--- src/rtl/mdio_pkg.sv ---
package mdio_pkg;
  typedef enum logic [2:0] {
    S_PRE, S_ST, S_OP, S_PHY, S_REG, S_TA, S_DAT
  } fstate_t;

  localparam logic [1:0] OP_RD = 2'b10;
  localparam logic [1:0] OP_WR = 2'b01;
endpackage

--- src/rtl/mdio_addr_match.sv ---
module mdio_addr_match #(
  parameter int NPORTS = 8,
  parameter int AW = 5,
  parameter int ALT_ZERO_BITS = 3,
  localparam int PW = $clog2(NPORTS)
) (
  input  logic [AW-1:0] strap_base,
  input  logic          strap_alt,
  input  logic [AW-1:0] addr,
  output logic          hit,
  output logic [PW-1:0] port
);
  logic [AW-1:0]     base;
  logic [NPORTS-1:0] hv;

  assign base = strap_alt ? {strap_base[AW-1:ALT_ZERO_BITS], {ALT_ZERO_BITS{1'b0}}}
                          : strap_base;

  // one comparator per port, address wraps modulo 2^AW
  for (genvar p = 0; p < NPORTS; p++) begin : g_cmp
    assign hv[p] = (addr == AW'(base + AW'(p)));
  end

  always_comb begin
    port = '0;
    for (int p = 0; p < NPORTS; p++) begin
      if (hv[p]) port = PW'(p);
    end
  end

  assign hit = |hv;
endmodule

--- src/rtl/mdio_regfile.sv ---
module mdio_regfile #(
  parameter int NPORTS = 8,
  parameter int NREGS_IMPL = 8,
  parameter int RAW = 5,
  parameter int DW = 16,
  localparam int PW = $clog2(NPORTS),
  localparam int IW = $clog2(NREGS_IMPL)
) (
  input  logic           clk,
  input  logic           rst_n,
  input  logic           we,
  input  logic [PW-1:0]  port,
  input  logic [RAW-1:0] regn,
  input  logic [DW-1:0]  wdata,
  output logic [DW-1:0]  rdata
);
  logic [DW-1:0] mem [NPORTS][NREGS_IMPL];
  logic          in_range;

  assign in_range = (regn < RAW'(NREGS_IMPL));

  always_ff @(posedge clk) begin
    if (!rst_n) begin
      for (int p = 0; p < NPORTS; p++) begin
        for (int r = 0; r < NREGS_IMPL; r++) begin
          mem[p][r] <= '0;
        end
      end
    end else if (we && in_range) begin
      mem[port][regn[IW-1:0]] <= wdata;
    end
  end

  assign rdata = in_range ? mem[port][regn[IW-1:0]] : '0;
endmodule

--- src/rtl/mdio_frame_fsm.sv ---
module mdio_frame_fsm
  import mdio_pkg::*;
#(
  parameter int AW = 5,
  parameter int RAW = 5,
  parameter int DW = 16,
  parameter int PW = 3,
  parameter int PRE_LEN = 32,
  localparam int BCW = $clog2(DW),
  localparam int PCW = $clog2(PRE_LEN + 1)
) (
  input  logic           clk,
  input  logic           rst_n,
  input  logic           dis,
  input  logic           mdio_i,
  input  logic           hit,
  input  logic [PW-1:0]  hit_port,
  input  logic [DW-1:0]  rd_data,
  output logic [AW-1:0]  cand_addr,
  output logic [PW-1:0]  port_q,
  output logic [RAW-1:0] reg_q,
  output logic           we,
  output logic [DW-1:0]  wdata,
  output logic           oe_q,
  output logic           o_q,
  output logic           is_rd
);
  fstate_t        st;
  logic [PCW-1:0] pcnt;
  logic [BCW-1:0] bcnt;
  logic [DW-2:0]  sh;
  logic [DW-1:0]  rd_sh;

  assign cand_addr = {sh[AW-2:0], mdio_i};
  assign wdata     = {sh[DW-2:0], mdio_i};
  assign we        = (st == S_DAT) && (bcnt == BCW'(DW-1)) && !is_rd && !dis;

  always_ff @(posedge clk) begin
    if (!rst_n || dis) begin
      st     <= S_PRE;
      pcnt   <= '0;
      bcnt   <= '0;
      sh     <= '0;
      is_rd  <= 1'b0;
      port_q <= '0;
      reg_q  <= '0;
      oe_q   <= 1'b0;
      o_q    <= 1'b0;
      rd_sh  <= '0;
    end else begin
      sh <= {sh[DW-3:0], mdio_i};
      case (st)
        S_PRE: begin
          if (mdio_i) begin
            if (pcnt != PCW'(PRE_LEN)) pcnt <= pcnt + 1'b1;
          end else if (pcnt == PCW'(PRE_LEN)) begin
            st <= S_ST;
          end else begin
            pcnt <= '0;
          end
        end
        S_ST: begin
          bcnt <= '0;
          pcnt <= '0;
          st   <= mdio_i ? S_OP : S_PRE;
        end
        S_OP: begin
          bcnt <= bcnt + 1'b1;
          if (bcnt == BCW'(1)) begin
            bcnt <= '0;
            if ({sh[0], mdio_i} == OP_RD) begin
              is_rd <= 1'b1;
              st    <= S_PHY;
            end else if ({sh[0], mdio_i} == OP_WR) begin
              is_rd <= 1'b0;
              st    <= S_PHY;
            end else begin
              st <= S_PRE;
            end
          end
        end
        S_PHY: begin
          bcnt <= bcnt + 1'b1;
          if (bcnt == BCW'(AW-1)) begin
            bcnt <= '0;
            if (hit) begin
              port_q <= hit_port;
              st     <= S_REG;
            end else begin
              st <= S_PRE;
            end
          end
        end
        S_REG: begin
          bcnt <= bcnt + 1'b1;
          if (bcnt == BCW'(RAW-1)) begin
            bcnt  <= '0;
            reg_q <= {sh[RAW-2:0], mdio_i};
            st    <= S_TA;
          end
        end
        S_TA: begin
          if (bcnt == '0) begin
            bcnt <= bcnt + 1'b1;
            if (is_rd) begin
              oe_q  <= 1'b1;
              o_q   <= 1'b0;
              rd_sh <= rd_data;
            end
          end else begin
            bcnt <= '0;
            st   <= S_DAT;
            if (is_rd) begin
              o_q   <= rd_sh[DW-1];
              rd_sh <= {rd_sh[DW-2:0], 1'b0};
            end
          end
        end
        S_DAT: begin
          bcnt <= bcnt + 1'b1;
          if (bcnt == BCW'(DW-1)) begin
            bcnt <= '0;
            oe_q <= 1'b0;
            o_q  <= 1'b0;
            st   <= S_PRE;
          end else if (is_rd) begin
            o_q   <= rd_sh[DW-1];
            rd_sh <= {rd_sh[DW-2:0], 1'b0};
          end
        end
        default: st <= S_PRE;
      endcase
    end
  end
endmodule

--- src/rtl/mdio_mgmt_slave.sv ---
module mdio_mgmt_slave #(
  parameter int NPORTS = 8,
  parameter int AW = 5,
  parameter int RAW = 5,
  parameter int DW = 16,
  parameter int NREGS_IMPL = 8,
  parameter int PRE_LEN = 32,
  parameter int ALT_ZERO_BITS = 3,
  localparam int PW = $clog2(NPORTS)
) (
  input  logic          mdc,
  input  logic          rst_n,
  input  logic          mgmt_disable,
  input  logic [AW-1:0] strap_base,
  input  logic          strap_alt,
  input  logic          mdio_i,
  output logic          mdio_o,
  output logic          mdio_oe
);
  logic [AW-1:0]  cand_addr;
  logic           hit;
  logic [PW-1:0]  hit_port;
  logic [PW-1:0]  port_q;
  logic [RAW-1:0] reg_q;
  logic           reg_we;
  logic [DW-1:0]  wdata;
  logic [DW-1:0]  rdata;
  logic           oe_q;
  logic           is_rd;

  mdio_addr_match #(
    .NPORTS(NPORTS), .AW(AW), .ALT_ZERO_BITS(ALT_ZERO_BITS)
  ) u_match (
    .strap_base(strap_base),
    .strap_alt (strap_alt),
    .addr      (cand_addr),
    .hit       (hit),
    .port      (hit_port)
  );

  mdio_frame_fsm #(
    .AW(AW), .RAW(RAW), .DW(DW), .PW(PW), .PRE_LEN(PRE_LEN)
  ) u_fsm (
    .clk      (mdc),
    .rst_n    (rst_n),
    .dis      (mgmt_disable),
    .mdio_i   (mdio_i),
    .hit      (hit),
    .hit_port (hit_port),
    .rd_data  (rdata),
    .cand_addr(cand_addr),
    .port_q   (port_q),
    .reg_q    (reg_q),
    .we       (reg_we),
    .wdata    (wdata),
    .oe_q     (oe_q),
    .o_q      (mdio_o),
    .is_rd    (is_rd)
  );

  mdio_regfile #(
    .NPORTS(NPORTS), .NREGS_IMPL(NREGS_IMPL), .RAW(RAW), .DW(DW)
  ) u_regs (
    .clk  (mdc),
    .rst_n(rst_n),
    .we   (reg_we),
    .port (port_q),
    .regn (reg_q),
    .wdata(wdata),
    .rdata(rdata)
  );

  assign mdio_oe = oe_q & ~mgmt_disable;
endmodule

--- config.mk ---
export PLATFORM = sky130hd
export DESIGN_NAME = mdio_mgmt_slave
export DESIGN_NICKNAME = d
export VERILOG_FILES = /design/src/rtl/mdio_pkg.sv /design/src/rtl/mdio_addr_match.sv /design/src/rtl/mdio_regfile.sv /design/src/rtl/mdio_frame_fsm.sv /design/src/rtl/mdio_mgmt_slave.sv
export SDC_FILE = /design/constraint.sdc
export NUM_CORES = 2
export LEC_CHECK = 0
export BUFFER_PORTS_ARGS = -buffer_cell sky130_fd_sc_hd__buf_4
export CAP_MARGIN = 10
export CORE_ASPECT_RATIO = 1.25
export CORE_MARGIN = 1
export CORE_UTILIZATION = 45
export CTS_CLUSTER_SIZE = 16
export DETAILED_ROUTE_END_ITERATION = 10
export PLACE_DENSITY = 0.59
export RECOVER_POWER = 100
export REMOVE_ABC_BUFFERS = 1
export SLEW_MARGIN = 25
export SYNTH_ARGS = -nofsm -noshare
export SYNTH_HDL_FRONTEND = slang
export SYNTH_SLANG_ARGS = --single-unit
--- constraint.sdc ---
create_clock -name mdc -period 6.2 [get_ports mdc]
set_input_delay 0.31 -clock mdc [delete_from_list [all_inputs] [get_ports mdc]]
set_output_delay 0.31 -clock mdc [all_outputs]
set_load 0.005 [all_outputs]
==> impl_metrics.json <==
{
  "run_status": "finished with violations",
  "grt_remaining_overflow": 0,
  "crit_fanout": 41,
  "numCtsBuffers": 108,
  "skew_ns": 0.0345,
  "post-route-period-util_pct": 78.1,
  "crit_path_start": "u_fsm.reg_q[0]",
  "synth.avg_cell_area_um2": 14.8,
  "setup_viol_count_final": 0,
  "worstHoldPathCells": 4,
  "post-dp-hpwl_um": 80000,
  "yosys.cell_types.count": 67,
  "postCtsResizedCells": 0,
  "power_per_cell_area_nw_per_um2": 280,
  "drive_gt1_share_pct": 15.8,
  "worstRegToRegCells": 6,
  "async_set_or_reset_register_ratio_after_synthesis_pct": 0,
  "antenna_found_initial": 1,
  "antenna_cells": 0,
  "grt_setup_unrepaired": "no",
  "worst_hold_startpoint": "mdio_i",
  "max_fclk_ghz": 0.206,
  "via_count_of_the_first_global_routing_pass": 29100,
  "synthCells": 3377,
  "dr.pass1.iters": 5,
  "htree_levels": 3,
  "timing.critical_path.slowest_stage_cell": "sky130_fd_sc_hd__dfxtp_4",
  "critical_path_buf_inv_count": 3,
  "worstSetupStartpointType": "register",
  "vias_cell": 5.92,
  "crit_path_cell_trace": "inv_1, nor2_1, nand2_1, clkbuf_1, o21ai_0, clkbuf_1",
  "yosys_register_bits": 1082,
  "worstSkewPairLatency_ns": 0.73,
  "setup.worst_path.end_class": "register",
  "synth_warnings": 0,
  "critical_path.most_common_cell": "sky130_fd_sc_hd__clkbuf_1",
  "cts.sink_count": 1082,
  "initial_utilization_pct": 45.4,
  "min_path_type": "input pin to register",
  "detail_route.wirelength_um": 134000,
  "numPortBuffers": 11,
  "crit-reg2reg-launch": "u_fsm.reg_q[0]",
  "grt_start_max_net_pins": 70,
  "maxSlewViolCount": 886,
  "clock-root-buffer": "sky130_fd_sc_hd__clkbuf_16",
  "post-cts-setup-buffer-count": 0,
  "area_delta_synth_final_pct": 8.96,
  "n_fill_cell": 9188,
  "drc_errors": 0,
  "regToRegSetupSlack_ns": 1.36,
  "reg2reg_to": "u_regs.mem[3][108]",
  "drt_first_iter_violations": 2807,
  "floorplan.core_area_um2": 110000,
  "peakVddDrop_mv": 0.223,
  "routed_wire_length_per_instance_um": 27.9,
  "final_hold_viol_count": 0,
  "cts.hold.buffers_added": 0,
  "timing.final.ws_setup_ns": 1.36,
  "netlist_area_um2": 50000,
  "synth_sequential_area_ratio_pct": 63.9,
  "layout_min_cycle_time_ns": 4.84,
  "grt_pass1_wl_um": 197000,
  "finalWeightedCongestion": 0.827,
  "core.rowCount": 136,
  "wp_data_required_ns": 6.54,
  "relSlewSlack_pct": -139,
  "io_pins": 12,
  "grt_use_total_pct": 24.0,
  "hold-path-endpoint": "u_fsm.st[1]",
  "cts_max_path_bufs": 3,
  "p_leak_nw": 16.9,
  "cts_tree": "done",
  "max_cap_viol_count": 16,
  "seqCellArea_um2": 31900,
  "critical-path-top-delay-family": "buffers and inverters",
  "fin_total_pwr_w": 0.0153,
  "crit_type": "register to register",
  "synth_edf_count": 1024,
  "floorplan.die_area_um2": 112000,
  "detail-route-antenna-nets": 0,
  "worstPathArrival_ns": 5.18,
  "violations": "capacitance limit, slew limit",
  "synth-main-ff-cell": "sky130_fd_sc_hd__edfxtp_1",
  "multi_input_comb_area_um2": 16500,
  "max_stage_delay_ns": 0.81,
  "total_number_of_nets_in_the_final_design": 3271,
  "dp_worst_setup_slack_ns": 2.11,
  "dieHeight_um": 375,
  "actual_slew_at_the_worst_max_slew_pin_ns": 3.58,
  "clk_transition_reported_paths_ns": 0.06,
  "fp.dieW_um": 300,
  "total_via_count_in_the_routed_design": 28400
}
[kinds of logic (layout without fill, tap and decap cells)]
kind of cell | after synthesis | after routing | synth area share [%]
xor+xnor | 22 | 22 | 0.431
buf+inv | 378 | 345 | 3.11
mux | 340 | 340 | 14.4
fa+ha+maj | 9 | 9 | 0.225
compound gates | 220 | 220 | 2.74
flops | 1082 | 1082 | 63.9
simple gates | 1326 | 1326 | 15.2
[stage by stage]
step           setup TNS, ns  util, %  cell area [um^2]  hold slack (ns)  instances
2_1_floorplan         -92.72        -             48500            0.430       3014
3_5_place_dp               0     46.7             51400            0.473       4591
4_1_cts                    0     49.8             54800           0.0236       4793
3_3_place_gp               0     46.7             51400            0.443       4591
5_1_grt                    0     49.5             54500           0.0928       4793
6_report                   0     49.5             54500           0.0684       4793
[worst register-to-register path, stage by stage, from the launching register on]
cell                       delay (ns)
sky130_fd_sc_hd__dfxtp_4         0.81
sky130_fd_sc_hd__inv_1           0.64
sky130_fd_sc_hd__nor2_1          0.69
sky130_fd_sc_hd__nand2_1         0.11
sky130_fd_sc_hd__clkbuf_1        0.67
sky130_fd_sc_hd__o21ai_0         0.79
sky130_fd_sc_hd__clkbuf_1        0.74
[cells in the mapped netlist (21+ instances only)]
master	count	area (um^2)
sky130_fd_sc_hd__mux2i_1	36	360
sky130_fd_sc_hd__nand2_1	46	173
sky130_fd_sc_hd__nor2_1	129	484
sky130_fd_sc_hd__o21ai_0	100	500
sky130_fd_sc_hd__and2_1	845	5290
sky130_fd_sc_hd__clkbuf_1	291	1090
sky130_fd_sc_hd__buf_1	21	78.8
sky130_fd_sc_hd__nor3_1	209	1050
sky130_fd_sc_hd__a21oi_1	30	150
sky130_fd_sc_hd__mux4_2	303	6820
sky130_fd_sc_hd__edfxtp_1	1024	30700
sky130_fd_sc_hd__dfxtp_1	58	1160
sky130_fd_sc_hd__buf_2	31	155
[worst max path at each step]
stage | to | slack [ns] | depth (start not counted)
3_3_place_gp | u_regs.mem[3][30] | 2.30 | 8
3_5_place_dp | u_regs.mem[3][22] | 2.11 | 8
6_report | u_regs.mem[3][108] | 1.36 | 6
4_1_cts | u_regs.mem[3][22] | 2.10 | 8
5_1_grt | u_fsm.rd_sh[0] | 1.10 | 7
2_1_floorplan | u_fsm.rd_sh[8] | -7.01 | 5
[placed cells by master (no fill, tap or decap), types with 9 or more instances in the layout]
master	count
sky130_fd_sc_hd__a211oi_1	11
sky130_fd_sc_hd__clkinv_1	28
sky130_fd_sc_hd__clkbuf_16	109
sky130_fd_sc_hd__edfxtp_1	1024
sky130_fd_sc_hd__ha_1	9
sky130_fd_sc_hd__nor2b_1	18
sky130_fd_sc_hd__mux2i_1	36
sky130_fd_sc_hd__and2_1	319
sky130_fd_sc_hd__a31oi_1	9
sky130_fd_sc_hd__nor3_1	209
sky130_fd_sc_hd__nand2b_1	11
sky130_fd_sc_hd__and2_0	526
sky130_fd_sc_hd__o221a_1	10
sky130_fd_sc_hd__xnor2_1	13
sky130_fd_sc_hd__clkbuf_1	103
sky130_fd_sc_hd__a21oi_1	30
sky130_fd_sc_hd__nor2_1	129
sky130_fd_sc_hd__inv_1	11
sky130_fd_sc_hd__buf_4	42
sky130_fd_sc_hd__nand3_1	17
sky130_fd_sc_hd__clkinv_2	18
sky130_fd_sc_hd__o22ai_1	15
sky130_fd_sc_hd__mux4_2	303
sky130_fd_sc_hd__nand2_1	45
sky130_fd_sc_hd__o21ai_0	102
sky130_fd_sc_hd__dfxtp_1	51
[where the power goes]
group | internal, W | switching, W | leakage (nW)
registers | 0.00828 | 0.0000904 | 10.5
clock network | 0.00354 | 0.00286 | 1.65
logic | 0.000166 | 0.000327 | 4.80
[layer usage]
metal  global-route usage, %  wire length (um)  vias to the layer above
met1                    31.6             53300                    14800
met2                    39.7             66500                     1033
met5                       0                 0                        -
met3                    3.16              8300                      226
li1                        -                 -                    12300
met4                    10.5              5680                        0
[final cells by class]
class / count / area share (%)
inverter: 15 / 0.103
clock buffer: 139 / 5.29
timing repair buffer: 128 / 1.34
multi-input combinational: 1917 / 30.3
tap: 1449 / 3.33
clock inverter: 63 / 0.956
sequential: 1082 / 58.6
[sequential cells by signal, summed over array words and instances, names as in the netlist, named ones only]
register,flops
u_fsm.rd_sh,16
u_fsm.oe_q,1
u_fsm.bcnt,4
u_regs.mem,1024
u_fsm.st,3
u_fsm.port_q,3
u_fsm.reg_q,5
u_fsm.o_q,1
u_fsm.pcnt,6
u_fsm.sh,15
u_fsm.is_rd,1
Note: power is estimated with default switching activity, not from simulation.
